### src/rtl/spi_pkg.sv
package spi_pkg;
   typedef enum logic [1:0] {
      ST_IDLE = 2'd0,
      ST_XFER = 2'd1,
      ST_HOLD = 2'd2
   } spi_state_e;
endpackage

### src/rtl/spi_fifo.sv
module spi_fifo #(
   parameter int W     = 8,
   parameter int DEPTH = 8
) (
   input  logic         clk,
   input  logic         rst_n,
   input  logic         wr,
   input  logic [W-1:0] wdata,
   input  logic         rd,
   output logic [W-1:0] rdata,
   output logic         full,
   output logic         empty
);
   localparam int AW = $clog2(DEPTH);

   generate
      if (DEPTH < 2 || (DEPTH & (DEPTH - 1)) != 0) begin : g_bad_depth
         $error("spi_fifo: DEPTH must be a power of two of at least 2");
      end
   endgenerate

   logic [W-1:0]  mem [DEPTH];
   logic [AW-1:0] wp, rp;
   logic [AW:0]   cnt;
   logic          wr_ok, rd_ok;

   assign full  = (cnt == (AW+1)'(DEPTH));
   assign empty = (cnt == '0);
   assign wr_ok = wr && !full;
   assign rd_ok = rd && !empty;
   assign rdata = mem[rp];

   always_ff @(posedge clk) begin
      if (wr_ok) mem[wp] <= wdata;
   end

   always_ff @(posedge clk or negedge rst_n) begin
      if (!rst_n) begin
         wp  <= '0;
         rp  <= '0;
         cnt <= '0;
      end else begin
         if (wr_ok) wp <= wp + 1'b1;
         if (rd_ok) rp <= rp + 1'b1;
         case ({wr_ok, rd_ok})
            2'b10:   cnt <= cnt + 1'b1;
            2'b01:   cnt <= cnt - 1'b1;
            default: cnt <= cnt;
         endcase
      end
   end

   AST_FULL_DROP: assert property (@(posedge clk) disable iff (!rst_n)
      (full && wr && !rd) |=> (cnt == $past(cnt)))
      else $error("write into full queue changed occupancy");

   AST_CNT_RANGE: assert property (@(posedge clk) disable iff (!rst_n)
      cnt <= (AW+1)'(DEPTH))
      else $error("queue occupancy above depth");
endmodule

### src/rtl/spi_engine.sv
module spi_engine
   import spi_pkg::*;
#(
   parameter int DATA_W = 8,
   parameter int DIV_W  = 8
) (
   input  logic              clk,
   input  logic              rst_n,
   input  logic [DIV_W-1:0]  div_half,
   input  logic              auto_mode,
   input  logic              start,
   input  logic              tx_empty,
   input  logic [DATA_W-1:0] tx_dout,
   output logic              tx_pop,
   output logic              rx_push,
   output logic [DATA_W-1:0] rx_byte,
   input  logic              miso,
   output logic              sclk,
   output logic              mosi,
   output logic              cs_act,
   output logic              busy
);
   localparam int BIT_W = $clog2(DATA_W);
   localparam logic [BIT_W-1:0] LAST_BIT = BIT_W'(DATA_W - 1);

   generate
      if (DATA_W < 2 || DIV_W < 1) begin : g_bad_cfg
         $error("spi_engine: DATA_W must be at least 2 and DIV_W at least 1");
      end
   endgenerate

   spi_state_e        state;
   logic [DIV_W-1:0]  cnt, half_eff;
   logic [BIT_W-1:0]  bits;
   logic [DATA_W-1:0] tx_sh, rx_sh;
   logic              tick, go, last_fall;

   assign half_eff  = (div_half == '0) ? DIV_W'(1) : div_half;
   assign tick      = (cnt == half_eff - DIV_W'(1));
   assign go        = !tx_empty && (auto_mode || start);
   assign last_fall = (state == ST_XFER) && tick && sclk && (bits == LAST_BIT);
   assign tx_pop    = ((state == ST_IDLE) && go) || (last_fall && !tx_empty);
   assign rx_push   = last_fall;
   assign rx_byte   = rx_sh;
   assign mosi      = tx_sh[DATA_W-1];

   always_ff @(posedge clk or negedge rst_n) begin
      if (!rst_n) begin
         state  <= ST_IDLE;
         cnt    <= '0;
         bits   <= '0;
         tx_sh  <= '0;
         rx_sh  <= '0;
         sclk   <= 1'b0;
         cs_act <= 1'b0;
         busy   <= 1'b0;
      end else begin
         case (state)
            ST_IDLE: begin
               cnt  <= '0;
               sclk <= 1'b0;
               if (go) begin
                  tx_sh  <= tx_dout;
                  bits   <= '0;
                  cs_act <= 1'b1;
                  state  <= ST_XFER;
               end
            end
            ST_XFER: begin
               cnt <= tick ? '0 : cnt + 1'b1;
               if (tick && !sclk) begin
                  sclk  <= 1'b1;
                  busy  <= 1'b1;
                  rx_sh <= {rx_sh[DATA_W-2:0], miso};
               end else if (tick && sclk) begin
                  sclk <= 1'b0;
                  if (bits == LAST_BIT) begin
                     if (!tx_empty) begin
                        tx_sh <= tx_dout;
                        bits  <= '0;
                     end else begin
                        state <= ST_HOLD;
                     end
                  end else begin
                     tx_sh <= {tx_sh[DATA_W-2:0], 1'b0};
                     bits  <= bits + 1'b1;
                  end
               end
            end
            ST_HOLD: begin
               cnt <= tick ? '0 : cnt + 1'b1;
               if (tick) begin
                  cs_act <= 1'b0;
                  busy   <= 1'b0;
                  state  <= ST_IDLE;
               end
            end
            default: state <= ST_IDLE;
         endcase
      end
   end

   AST_SCLK_IDLE_LOW: assert property (@(posedge clk) disable iff (!rst_n)
      !cs_act |-> !sclk)
      else $error("SCLK high with no slave selected");

   AST_MOSI_HOLD: assert property (@(posedge clk) disable iff (!rst_n)
      (sclk && $past(sclk)) |-> $stable(mosi))
      else $error("MOSI moved while SCLK high");

   AST_BUSY_IN_CS: assert property (@(posedge clk) disable iff (!rst_n)
      busy |-> cs_act)
      else $error("busy without an active select");

   AST_PUSH_AT_FALL: assert property (@(posedge clk) disable iff (!rst_n)
      rx_push |=> !sclk)
      else $error("receive push not at a falling edge");
endmodule

### src/rtl/spi_fifo_master.sv
module spi_fifo_master #(
   parameter int DATA_W = 8,
   parameter int DEPTH  = 8,
   parameter int DIV_W  = 8,
   parameter int NUM_SS = 3
) (
   input  logic              clk,
   input  logic              rst_n,
   input  logic [DIV_W-1:0]  div_half,
   input  logic              auto_mode,
   input  logic              ss_encoded,
   input  logic [NUM_SS-1:0] ss_sel,
   input  logic              start,
   input  logic              tx_wr,
   input  logic [DATA_W-1:0] tx_data,
   output logic              tx_full,
   output logic              tx_empty,
   input  logic              rx_rd,
   output logic [DATA_W-1:0] rx_data,
   output logic              rx_full,
   output logic              rx_empty,
   output logic              rx_ovf,
   output logic              sclk,
   output logic              mosi,
   input  logic              miso,
   output logic [NUM_SS-1:0] ss_n,
   output logic              busy
);
   generate
      if (NUM_SS < 2) begin : g_bad_ss
         $error("spi_fifo_master: NUM_SS must be at least 2");
      end
   endgenerate

   logic [DATA_W-1:0] tx_dout, rx_byte;
   logic              tx_pop, rx_push, cs_act;
   logic [NUM_SS-1:0] line_n, code_n;

   spi_fifo #(.W(DATA_W), .DEPTH(DEPTH)) u_txq (
      .clk(clk), .rst_n(rst_n), .wr(tx_wr), .wdata(tx_data), .rd(tx_pop),
      .rdata(tx_dout), .full(tx_full), .empty(tx_empty)
   );

   spi_fifo #(.W(DATA_W), .DEPTH(DEPTH)) u_rxq (
      .clk(clk), .rst_n(rst_n), .wr(rx_push), .wdata(rx_byte), .rd(rx_rd),
      .rdata(rx_data), .full(rx_full), .empty(rx_empty)
   );

   spi_engine #(.DATA_W(DATA_W), .DIV_W(DIV_W)) u_eng (
      .clk(clk), .rst_n(rst_n), .div_half(div_half), .auto_mode(auto_mode),
      .start(start), .tx_empty(tx_empty), .tx_dout(tx_dout), .tx_pop(tx_pop),
      .rx_push(rx_push), .rx_byte(rx_byte), .miso(miso), .sclk(sclk),
      .mosi(mosi), .cs_act(cs_act), .busy(busy)
   );

   for (genvar i = 0; i < NUM_SS; i++) begin : g_line
      assign line_n[i] = !(cs_act && (ss_sel == NUM_SS'(i)));
   end

   assign code_n = cs_act ? ss_sel : '1;
   assign ss_n   = ss_encoded ? code_n : line_n;

   always_ff @(posedge clk or negedge rst_n) begin
      if (!rst_n) rx_ovf <= 1'b0;
      else if (rx_push && rx_full) rx_ovf <= 1'b1;
   end

   AST_SS_ONEHOT: assert property (@(posedge clk) disable iff (!rst_n)
      !ss_encoded |-> $onehot0(~ss_n))
      else $error("more than one select line low");

   AST_SS_IDLE: assert property (@(posedge clk) disable iff (!rst_n)
      !busy && !sclk && $past(!cs_act) && !cs_act |-> (ss_n == '1))
      else $error("select lines not idle");

   AST_OVF_STICKY: assert property (@(posedge clk) disable iff (!rst_n)
      $past(rx_ovf) |-> rx_ovf)
      else $error("overflow flag cleared");
endmodule

### config.mk
export PLATFORM = sky130hd
export DESIGN_NAME = spi_fifo_master
export DESIGN_NICKNAME = d
export VERILOG_FILES = /design/src/rtl/spi_pkg.sv /design/src/rtl/spi_fifo.sv /design/src/rtl/spi_engine.sv /design/src/rtl/spi_fifo_master.sv
export SDC_FILE = /design/constraint.sdc
export NUM_CORES = 1
export LEC_CHECK = 0
export BUFFER_PORTS_ARGS = -buffer_cell sky130_fd_sc_hd__buf_2
export CAP_MARGIN = 20
export CORE_UTILIZATION = 25
export CTS_BUF_LIST = sky130_fd_sc_hd__clkbuf_4
export DETAILED_ROUTE_END_ITERATION = 12
export PLACE_DENSITY = 0.5
export SLEW_MARGIN = 5
export SYNTH_ARGS = -nofsm -noshare
export SYNTH_HDL_FRONTEND = slang
export SYNTH_HIERARCHICAL = 1
export SYNTH_SLANG_ARGS = --single-unit
### constraint.sdc
create_clock -name clk -period 6.8 [get_ports clk]
set_input_delay 0.34 -clock clk [delete_from_list [all_inputs] [get_ports clk]]
set_output_delay 0.34 -clock clk [all_outputs]
set_load 0.03 [all_outputs]
==> metrics.txt <==
status=finished clean; MaxCap Viol Count=0; Hold Fails Final Rpt=0; crit start category=primary input; area leader, netlist=edfxtp_1; Req. time, crit path=7.25 ns; Hold Buf Count CTS=12; syn avg cell area=15.8 sq um; Total GRT Usage=0.102; most frequent cell after synthesis=edfxtp_1; Post-DRT Antenna Nets=0; Hold WS=0.436 ns; drt pass-1 iters=5; Fillers=3280; #FFs+latches synth=181; core area=32500 sq um; CTS tree=done; 1st-iter DRT viols=383; Worst slew margin=0.303; Die W=184 um; area of the die=33800 sq um; largest cells by area after synthesis=edfxtp_1 (47%), dfrtp_1 (16%), mux4_1 (10%); RSZ-0062 raised after global routing=no; top post-synthesis cells by count=edfxtp_1 (128), dfrtp_1 (53), mux2_2 (41); post-CTS setup buffer count=0; Setup TNS=0 ns; vias=4569; I/O pin count=46; cells on worst reg2reg path=13; R2R setup slack=2.44 ns; Worst Setup SP=div_half[2]; power density over cell area=291 nW/um^2; Yosys cell types=58; Worst IR Drop VDD=158 uV; Max Freq=211 MHz; Clock Sinks=181; # resized after CTS=0; clock-pin slew on the worst setup and hold paths=0.15 ns; Worst-Margin Slew=1.04 ns; largest net degree at the start of global routing=54; Critical Path Fanout Max=19; WL final=16500 um; Hold WC Path Type=in -> async; Syn. warnings=6; DRC viols=0; Post-synth EDFFs=128; Post-Syn Area=8260 sq um; Wirelength per Cell=16.0 um; deepest level of the CTS H-tree=4; die height=184 um; share of cells above drive strength 1=0.236; Area growth syn-to-layout=13.2%; vias in the first global route=4712; crit share post-route=0.696; Top FF cell, synth=edfxtp_1; WP data arrival=5.19 ns; TritonCTS Buffers=17; CP Capture Type=flop; R2R Path Start=u_eng/cnt[2]$_DFFE_PN0P_; top-area cell type share of the netlist area=0.465; initial antenna violation count=0; clk buf depth=2; Lkg Pwr=3.38 nW; reg2reg end=u_txq/cnt[3]$_DFFE_PN0P_; DP Wirelength=10800 um; Antenna Cells=0; first-pass GRT wire length=26000 um; GRT overflow=0; Final Critical Period=4.73 ns; ys async rst share=0.293; Gate Count Post-Synth=522; clk_skew=0.0190 ns; clk_lat worst skew=0.58 ns; critical path class=in -> reg; IO buf count=45; CP endpoint=u_txq/cnt[3]$_DFFE_PN0P_; Cell Rows=66; GPL Wtd Cong=0.776; DR vias/cell=4.42; Final setup viols=0; Root Buffer=clkbuf_4; syn_nets=569; Nets=626; Initial Util=0.254; Seq/Total Area, Yosys=0.626; final slew viol count=0
final cells by class:
class,instances,area (sq um),share of cell area
multi-input cells,299,2890,0.309
flip-flops and latches,181,5170,0.553
inverters,21,78.8,0.00843
clock buffers,18,135,0.0144
well taps,442,553,0.0591
repair buffers,59,360,0.0385
clock inverters,14,165,0.0177
metrics by stage:
step                power (mW)  utilization  instances  area, sq um  setup WS, ns
floorplan                 1.94            -        522         8260          2.38
global placement          2.08        0.275        990         8930          1.83
detailed placement        2.12        0.275        990         8930          1.58
CTS                       2.76        0.288       1034         9360          2.22
global route              2.87        0.288       1034         9360          1.91
finish                    2.72        0.288       1034         9360          2.07
report_power, final:
group	internal, mW	leakage, nW	switching [mW]	total (mW)
logic	0.326	1.34	0.312	0.638
registers	1.31	1.88	0.146	1.46
clock network	0.233	0.157	0.392	0.625
kinds of logic after synthesis:
family          after synthesis  synth area share
flops                       181             0.626
simple gates                122            0.0801
mux                          78             0.164
compound gates               57            0.0485
buf+inv                      42            0.0267
xor+xnor                     22            0.0233
fa+ha+maj                    20            0.0321
per-layer routing:
layer  GRT usage  share of wire  up-vias
li1            -              -     2150
met1       0.119           0.44     2340
met2       0.183           0.52       69
met3      0.0279          0.038       10
met4      0.0283         0.0082        0
met5           0              0        -
cells in the final DEF, fill, tap and decap left out, types with 3 or more instances in the layout:
cell           count
nor2_1            25
nor3_2             4
clkbuf_4          18
xor2_1             7
dfrtp_1           53
inv_1             21
mux2_2            41
nor4_1             3
o21ai_0           19
o311ai_0           3
mux2i_1            5
nor3_1             5
ha_1              18
inv_6              6
dlygate4sd3_1     12
a21oi_1            7
nand3_1           18
o21ai_1            3
or2_2              4
mux4_1            32
nand2b_1           7
buf_2             45
nor3b_1            8
nor2b_1            6
clkinv_4           3
xnor2_1           15
edfxtp_1         128
nand2_1           27
critical path: stages:
cell and delay, ns:
buf_2 0.13, nor4_2 0.35, nor4b_2 0.31, nor2_1 0.08
ha_1 0.29, o21ba_2 0.22, a221oi_1 0.28, a41oi_1 0.07
a211o_1 0.50, or2_2 0.42, o21ai_0 0.26, o41ai_2 0.16
inv_1 0.12, ha_1 0.31, ha_1 0.33, or4b_2 0.71
o311ai_0 0.17, o211ai_1 0.13
registers in the layout (all words and copies together) (netlist names):
name           cells
u_eng/rx_byte      8
u_eng/bits         3
u_txq/rp           3
u_eng/sclk         1
u_eng/tx_sh        8
u_rxq/rp           3
u_rxq/wp           3
u_eng/cnt          8
u_txq/wp           3
u_eng/busy         1
u_rxq/mem         64
u_eng/cs_act       1
rx_ovf             1
u_txq/cnt          4
u_txq/mem         64
u_eng/state        2
u_rxq/cnt          4
worst min-delay path by stage:
stage                                              end  slack (ns)                       start  depth (start not counted)
final                     u_eng/rx_byte[1]$_DFFE_PN0P_        0.44                       rst_n                          3
after CTS                     u_eng/cs_act$_DFFE_PN0P_        0.37                   auto_mode                          6
after detailed placement    u_eng/tx_sh[2]$_DFFE_PN0P_        0.50  u_eng/tx_sh[2]$_DFFE_PN0P_                          1
after floorplan                     rx_ovf$_DFFE_PN0P_        0.04                       rst_n                          0
after global routing          u_eng/cnt[4]$_DFFE_PN0P_        0.46                       rst_n                          3
after global placement      u_eng/tx_sh[2]$_DFFE_PN0P_        0.48  u_eng/tx_sh[2]$_DFFE_PN0P_                          1
Note: power is estimated with default switching activity, not from simulation.
